### src/rtl/rqc_pkg.sv
// Package: shared types and fixed scale constants of the signal-strength converter.
// Assumes the raw code carries a 7-bit magnitude where all ones means 0 dBm.
package rqc_pkg;
    localparam int RAW_W   = 8;
    localparam int MAG_W   = RAW_W - 1;
    localparam int TOP_MAG = (1 << MAG_W) - 1;   // magnitude meaning 0 dBm
    typedef logic [RAW_W-1:0] code_t;
    typedef logic [MAG_W-1:0] mag_t;
endpackage

### src/rtl/rqc_dbm_map.sv
// Module: maps the raw code to a validity flag, the magnitude field and a signed dBm byte.
// Assumes an invalid code reports the marker value -128 on the dBm output.
module rqc_dbm_map
    import rqc_pkg::*;
(
    input  code_t raw,
    output logic  invalid,
    output mag_t  mag,
    output code_t dbm
);
    localparam code_t TOP_C  = code_t'(TOP_MAG);
    localparam code_t MARK_C = code_t'(1 << MAG_W);

    // Split the raw code and convert the magnitude to dBm.
    always_comb begin
        invalid = raw[RAW_W-1];
        mag     = raw[MAG_W-1:0];
        dbm     = invalid ? MARK_C : ({1'b0, mag} - TOP_C);
    end
endmodule

### src/rtl/rqc_window_scale.sv
// Module: clamps the magnitude to a dBm window and scales the offset by 4 or 5.
// Assumes LO_DBM..HI_DBM lies within -127..0; results above 255 saturate to 0xFF.
module rqc_window_scale
    import rqc_pkg::*;
#(
    parameter int LO_DBM   = -75,
    parameter int HI_DBM   = -24,
    parameter bit ADD_SELF = 1'b1
)(
    input  mag_t  mag,
    output code_t code
);
    localparam int   PROD_W = RAW_W + 1;
    localparam mag_t LO_C   = mag_t'(LO_DBM + TOP_MAG);
    localparam mag_t HI_C   = mag_t'(HI_DBM + TOP_MAG);

    mag_t              clamped;
    mag_t              offset;
    logic [PROD_W-1:0] wide;
    logic [PROD_W-1:0] prod;

    // Hold the magnitude inside the window.
    always_comb begin
        if (mag < LO_C)      clamped = LO_C;
        else if (mag > HI_C) clamped = HI_C;
        else                 clamped = mag;
        offset = clamped - LO_C;
        wide   = {{(PROD_W-MAG_W){1'b0}}, offset};
    end

    // Pick the multiplier variant: x5 as (x<<2)+x, x4 as x<<2.
    generate
        if (ADD_SELF) begin : g_times5
            always_comb prod = (wide << 2) + wide;
        end else begin : g_times4
            always_comb prod = wide << 2;
        end
    endgenerate

    // Saturate the 9-bit product into the byte output.
    always_comb code = prod[PROD_W-1] ? {RAW_W{1'b1}} : prod[RAW_W-1:0];
endmodule

### src/rtl/rqc_peak_hold.sv
// Module: keeps the largest nonzero energy figure of a scan session.
// Assumes upd is already qualified by strobe, mode and scan success; clr wins over upd.
module rqc_peak_hold
    import rqc_pkg::*;
(
    input  logic  clk,
    input  logic  rst_n,
    input  logic  clr,
    input  logic  upd,
    input  code_t val,
    output code_t peak
);
    // Clear, or raise the held value on a larger nonzero figure.
    always_ff @(posedge clk) begin
        if (!rst_n || clr)                        peak <= '0;
        else if (upd && val != '0 && val > peak) peak <= val;
    end
endmodule

### src/rtl/rssi_quality_conv.sv
// Module: top of the converter; selects the mode result and registers all outputs.
// Assumes one sample per strobe; outputs hold between strobes.
module rssi_quality_conv
    import rqc_pkg::*;
#(
    parameter int ED_LO_DBM  = -75,
    parameter int ED_HI_DBM  = -24,
    parameter int LQI_LO_DBM = -85,
    parameter int LQI_HI_DBM = -21
)(
    input  logic       clk,
    input  logic       rst_n,
    input  logic [7:0] raw_rssi,
    input  logic       mode_lqi,
    input  logic       sample_vld,
    input  logic       scan_ok,
    input  logic       peak_clr,
    output logic       out_vld,
    output logic [7:0] out_code,
    output logic [7:0] out_dbm,
    output logic [7:0] peak_ed
);
    logic  invalid;
    mag_t  mag;
    code_t dbm_c;
    code_t ed_c;
    code_t lqi_c;
    code_t sel_c;
    logic  peak_upd;

    rqc_dbm_map u_map (
        .raw     (raw_rssi),
        .invalid (invalid),
        .mag     (mag),
        .dbm     (dbm_c)
    );

    rqc_window_scale #(.LO_DBM(ED_LO_DBM), .HI_DBM(ED_HI_DBM), .ADD_SELF(1'b1)) u_ed (
        .mag  (mag),
        .code (ed_c)
    );

    rqc_window_scale #(.LO_DBM(LQI_LO_DBM), .HI_DBM(LQI_HI_DBM), .ADD_SELF(1'b0)) u_lqi (
        .mag  (mag),
        .code (lqi_c)
    );

    // Choose the mode result and force zero on an invalid code.
    always_comb begin
        sel_c    = invalid ? '0 : (mode_lqi ? lqi_c : ed_c);
        peak_upd = sample_vld && !mode_lqi && scan_ok && !invalid;
    end

    // Register the results and the valid pulse.
    always_ff @(posedge clk) begin
        if (!rst_n) begin
            out_vld  <= 1'b0;
            out_code <= '0;
            out_dbm  <= '0;
        end else begin
            out_vld <= sample_vld;
            if (sample_vld) begin
                out_code <= sel_c;
                out_dbm  <= dbm_c;
            end
        end
    end

    rqc_peak_hold u_peak (
        .clk   (clk),
        .rst_n (rst_n),
        .clr   (peak_clr),
        .upd   (peak_upd),
        .val   (invalid ? code_t'(0) : ed_c),
        .peak  (peak_ed)
    );
endmodule

### config.mk
export PLATFORM = sky130hd
export DESIGN_NAME = rssi_quality_conv
export DESIGN_NICKNAME = d
export VERILOG_FILES = /design/src/rtl/rqc_pkg.sv /design/src/rtl/rqc_dbm_map.sv /design/src/rtl/rqc_window_scale.sv /design/src/rtl/rqc_peak_hold.sv /design/src/rtl/rssi_quality_conv.sv
export SDC_FILE = /design/constraint.sdc
export NUM_CORES = 1
export LEC_CHECK = 0
export BUFFER_PORTS_ARGS = -buffer_cell sky130_fd_sc_hd__buf_4
export CAP_MARGIN = 20
export CORE_ASPECT_RATIO = 0.6
export CORE_MARGIN = 2
export CORE_UTILIZATION = 45
export CTS_CLUSTER_DIAMETER = 120
export DETAILED_ROUTE_END_ITERATION = 8
export PLACE_DENSITY = 0.75
export SETUP_SLACK_MARGIN = 0.2
export SLEW_MARGIN = 40
export SYNTH_ARGS = -nofsm -noshare
export SYNTH_HDL_FRONTEND = slang
export SYNTH_HIERARCHICAL = 1
export SYNTH_SLANG_ARGS = --single-unit
export TNS_END_PERCENT = 50
### constraint.sdc
create_clock -name clk -period 5.4 [get_ports clk]
set_clock_uncertainty 0.2 [all_clocks]
set_input_delay 0.54 -clock clk [delete_from_list [all_inputs] [get_ports clk]]
set_output_delay 0.54 -clock clk [all_outputs]
set_load 0.1 [all_outputs]
==> impl_metrics.py <==
metrics = {
    "run_status": {
        "outcome": "finished clean",
    },
    "min_path": {
        "min_path_cells": 2,
        "hold_path.class": "reg2reg",
        "whs_endpoint": "u_peak/peak[1]$_SDFFE_PP0P_",
        "hp-start": "u_peak/peak[1]$_SDFFE_PP0P_",
    },
    "layout": {
        "final_cell_mix": "38 x buf_4, 29 x nand2_1, 25 x dfxtp_1",
        "fin_nets": 314,
        "drive_above_1_share_pct": 22.3,
        "final_common_cell": "buf_4",
        "fillers": 454,
        "seqCellArea_um2": 500,
        "multi_input_area_um2": 1480,
        "n_antenna_cell": 0,
        "fin_area_um2": 2470,
        "area_delta_synth_final_pct": 11.8,
        "fin_cells": 345,
    },
    "die": {
        "initial_core_util_pct": 47.5,
        "core_um2": 4660,
        "num_rows": 19,
        "die_w_um": 94.5,
        "fp.dieH_um": 58.3,
        "io_pins": 39,
        "dieArea_um2": 5510,
    },
    "setup_path": {
        "endpoint_kind": "flip-flop",
        "crit_path_start_kind": "input port",
        "reg2reg_to": "u_peak/peak[3]$_SDFFE_PP0P_",
        "ff2ff_setup_slack_ns": 3.29,
        "arrival_ns": 4.57,
        "criticalPathCategory": "in2reg",
        "crit_path_cell_trace": "buf_4 > inv_1 > nor2_1 > a32oi_1 > nor2_1 > ha_1 > fa_1 > nand2b_1 > a21oi_1 > a31oi_4 > nand2b_1 > nor2b_1 > inv_1 > ha_1 > nor2b_1 > o211ai_1 > a211o_1 > a21oi_4 > mux2i_1",
        "crit_family": "compound AO/OA/AOI/OAI gates",
        "cp-startpoint": "raw_rssi[4]",
        "rr_startpoint": "u_peak/peak[1]$_SDFFE_PP0P_",
        "critPathMaxFanout": 17,
        "max_stage_delay_ns": 0.46,
        "reg2reg_depth": 7,
        "crit_required_ns": 5.41,
        "path_buf_inv": 3,
        "cp_slowest_cell": "fa_1",
    },
    "synth": {
        "synth_top_family_by_area": "simple AND/OR/NAND/NOR gates",
        "synth_area_um2": 2210,
        "synth_edf_count": 0,
        "yosysWarnings": 6,
        "synth_flop_cell": "dfxtp_1",
        "synth_compound_area_share_pct": 18.0,
        "ys_async_sr_fraction_pct": 0,
        "synthSimpleGateAreaFrac_pct": 22.4,
        "syn_area_per_cell_um2": 8.48,
        "syn_nets": 292,
        "synthCells": 261,
        "muxShareOfSynthArea_pct": 13.2,
        "ys_ff_latch": 25,
        "synth_adder_area_share_pct": 10.5,
        "synth_xor_area_share_pct": 2.77,
        "yosysUniqueCellTypes": 54,
        "ys_seq_area_share_pct": 22.6,
    },
    "pwr": {
        "power_density_nw_per_um2": 224,
        "netSwitchingFraction_pct": 40.7,
        "total_leakage_power_nw": 1.08,
        "power_switching_w": 0.000225,
        "vdd_drop_max_mv": 0.241,
        "clkPwrFrac_pct": 22.2,
        "p_comb_share_pct": 42.5,
        "p_int_w": 0.000328,
        "seq_power_share_pct": 35.3,
    },
    "cts": {
        "postCtsSetupBuffers": 0,
        "clock_sinks": 25,
        "clockBufferDepth": 2,
        "cts.repair.resized": 0,
        "cts_tree": "done",
        "cts.clk_slew.worst_paths_ns": 0.10,
        "ctsHoldBuffers": 0,
        "cts_buffers": 3,
        "clkLatencyLatePin_ns": 0.28,
        "htree_levels": 1,
        "cts_root_buf": "clkbuf_8",
    },
    "timing": {
        "tns_ns": 0,
        "tightest_slew_ns": 0.598,
        "timing_hold_violations_final": 0,
        "period_minus_slack_ns": 4.56,
        "max_freq_ghz": 0.220,
        "period_share_pct": 84.4,
        "maxSlewHeadroom_pct": 59.9,
        "setup_viol_count_final": 0,
        "slew_violations": 0,
        "grt_setup_unrepaired": "false",
    },
    "grt": {
        "grt_pass1_vias": 1651,
        "antenna_found_initial": 0,
        "grt_max_degree": 24,
        "grt_util_all_layers_pct": 18.7,
        "grt_pass1_wl_um": 8180,
        "grt-ovfl-total": 0,
    },
    "flow_run": {
        "maxCapViolCount": 0,
    },
    "routing": {
        "ant_nets": 0,
        "drc": 0,
        "wl_um": 4900,
        "vias": 1849,
        "drt-initial-drc-count": 170,
        "viasPerCell": 5.36,
        "wl_per_cell_um": 14.2,
        "drt-pass1-iter-count": 5,
    },
    "place": {
        "dp.cells": 341,
        "numPortBuffers": 38,
        "hpwl_um": 3760,
        "place_congestion": 0.879,
        "postPlaceCellArea_um2": 2420,
    },
}
==> stage by stage <==
stage / hold slack, ns / util [%] / setup WS (ns) / total power, W
finish: 0.280 / 53.1 / 0.845 / 0.000553
global route: 0.308 / 53.1 / 0.551 / 0.000585
CTS: 0.284 / 53.1 / 0.888 / 0.000553
detailed placement: 0.252 / 52.0 / 0.620 / 0.000430
global placement: 0.258 / 52.0 / 0.769 / 0.000428
floorplan: 0.514 / - / 1.06 / 0.000387
==> worst register-to-register path, cell delays in order (launching register included) <==
cell and delay, ns:
dfxtp_1 0.36, inv_1 0.05, ha_1 0.28, nor2b_1 0.13, o211ai_1 0.09, a211o_1 0.33, a21oi_4 0.37, mux2i_1 0.24
==> layer usage <==
metal	wire, um	share of wire (%)	up-vias	GRT usage, %
met2	1960	40	66	26.9
met3	323	6.6	0	4.48
li1	-	-	937	-
met4	0	0	0	1.86
met1	2610	53	846	29.2
met5	0	0	-	0
==> cell type report <==
cell class | count | area share, %
multi-input combinational | 195 | 59.9
clock buffer | 3 | 1.67
sequential | 25 | 20.2
timing repair buffer | 38 | 11.5
inverter | 20 | 3.13
clock inverter | 1 | 0.354
tap | 63 | 3.19
==> Yosys cell counts (all sizes together), types with 4 or more instances <==
cell,instances,area [um2]
o21ai,11,55.1
nand2,29,109
o211ai,4,30.0
xor2,4,35.0
mux2,4,52.6
nor2b,22,138
dfxtp,25,500
inv,20,77.6
a21oi,8,51.3
nand2b,6,37.5
nor2,14,55.1
mux2i,24,240
nand3,7,40.0
ha,16,200
o2bb2ai,9,78.8
buf,18,143
a21o,4,31.3
==> registers in the layout, indices dropped and copies added, names as in the netlist <==
name	cells
out_dbm	8
out_code	8
u_peak/peak	8
out_vld	1
==> worst max path at each step <==
stage | endpoint | slack (ns) | cells past startpoint
after global routing | u_peak/peak[2]$_SDFFE_PP0P_ | 0.55 | 19
after CTS | u_peak/peak[3]$_SDFFE_PP0P_ | 0.89 | 19
after detailed placement | u_peak/peak[3]$_SDFFE_PP0P_ | 0.62 | 19
after floorplan | u_peak/peak[0]$_SDFFE_PP0P_ | 1.06 | 19
after global placement | u_peak/peak[4]$_SDFFE_PP0P_ | 0.77 | 19
final | u_peak/peak[3]$_SDFFE_PP0P_ | 0.84 | 19
==> logic make-up after synthesis <==
logic type	count (synthesis)
buffers and inverters	41
and+or+nand+nor	91
AOI/OAI and AO/OA	51
adders and majority gates	18
xor gates and xnor gates	7
DFF	25
muxes	28
==> power groups by stage <==
| stage | Clock [W] | Combinational (W) | Sequential [W] |
|---|---|---|---|
| detailed placement | 0 | 0.000231 | 0.000199 |
| floorplan | 0 | 0.000138 | 0.000249 |
| finish | 0.000123 | 0.000235 | 0.000195 |
| global route | 0.000135 | 0.000254 | 0.000196 |
| global placement | 0 | 0.000229 | 0.000199 |
| CTS | 0.000125 | 0.000232 | 0.000195 |
No activity file was read; power rests on OpenSTA's default activity.
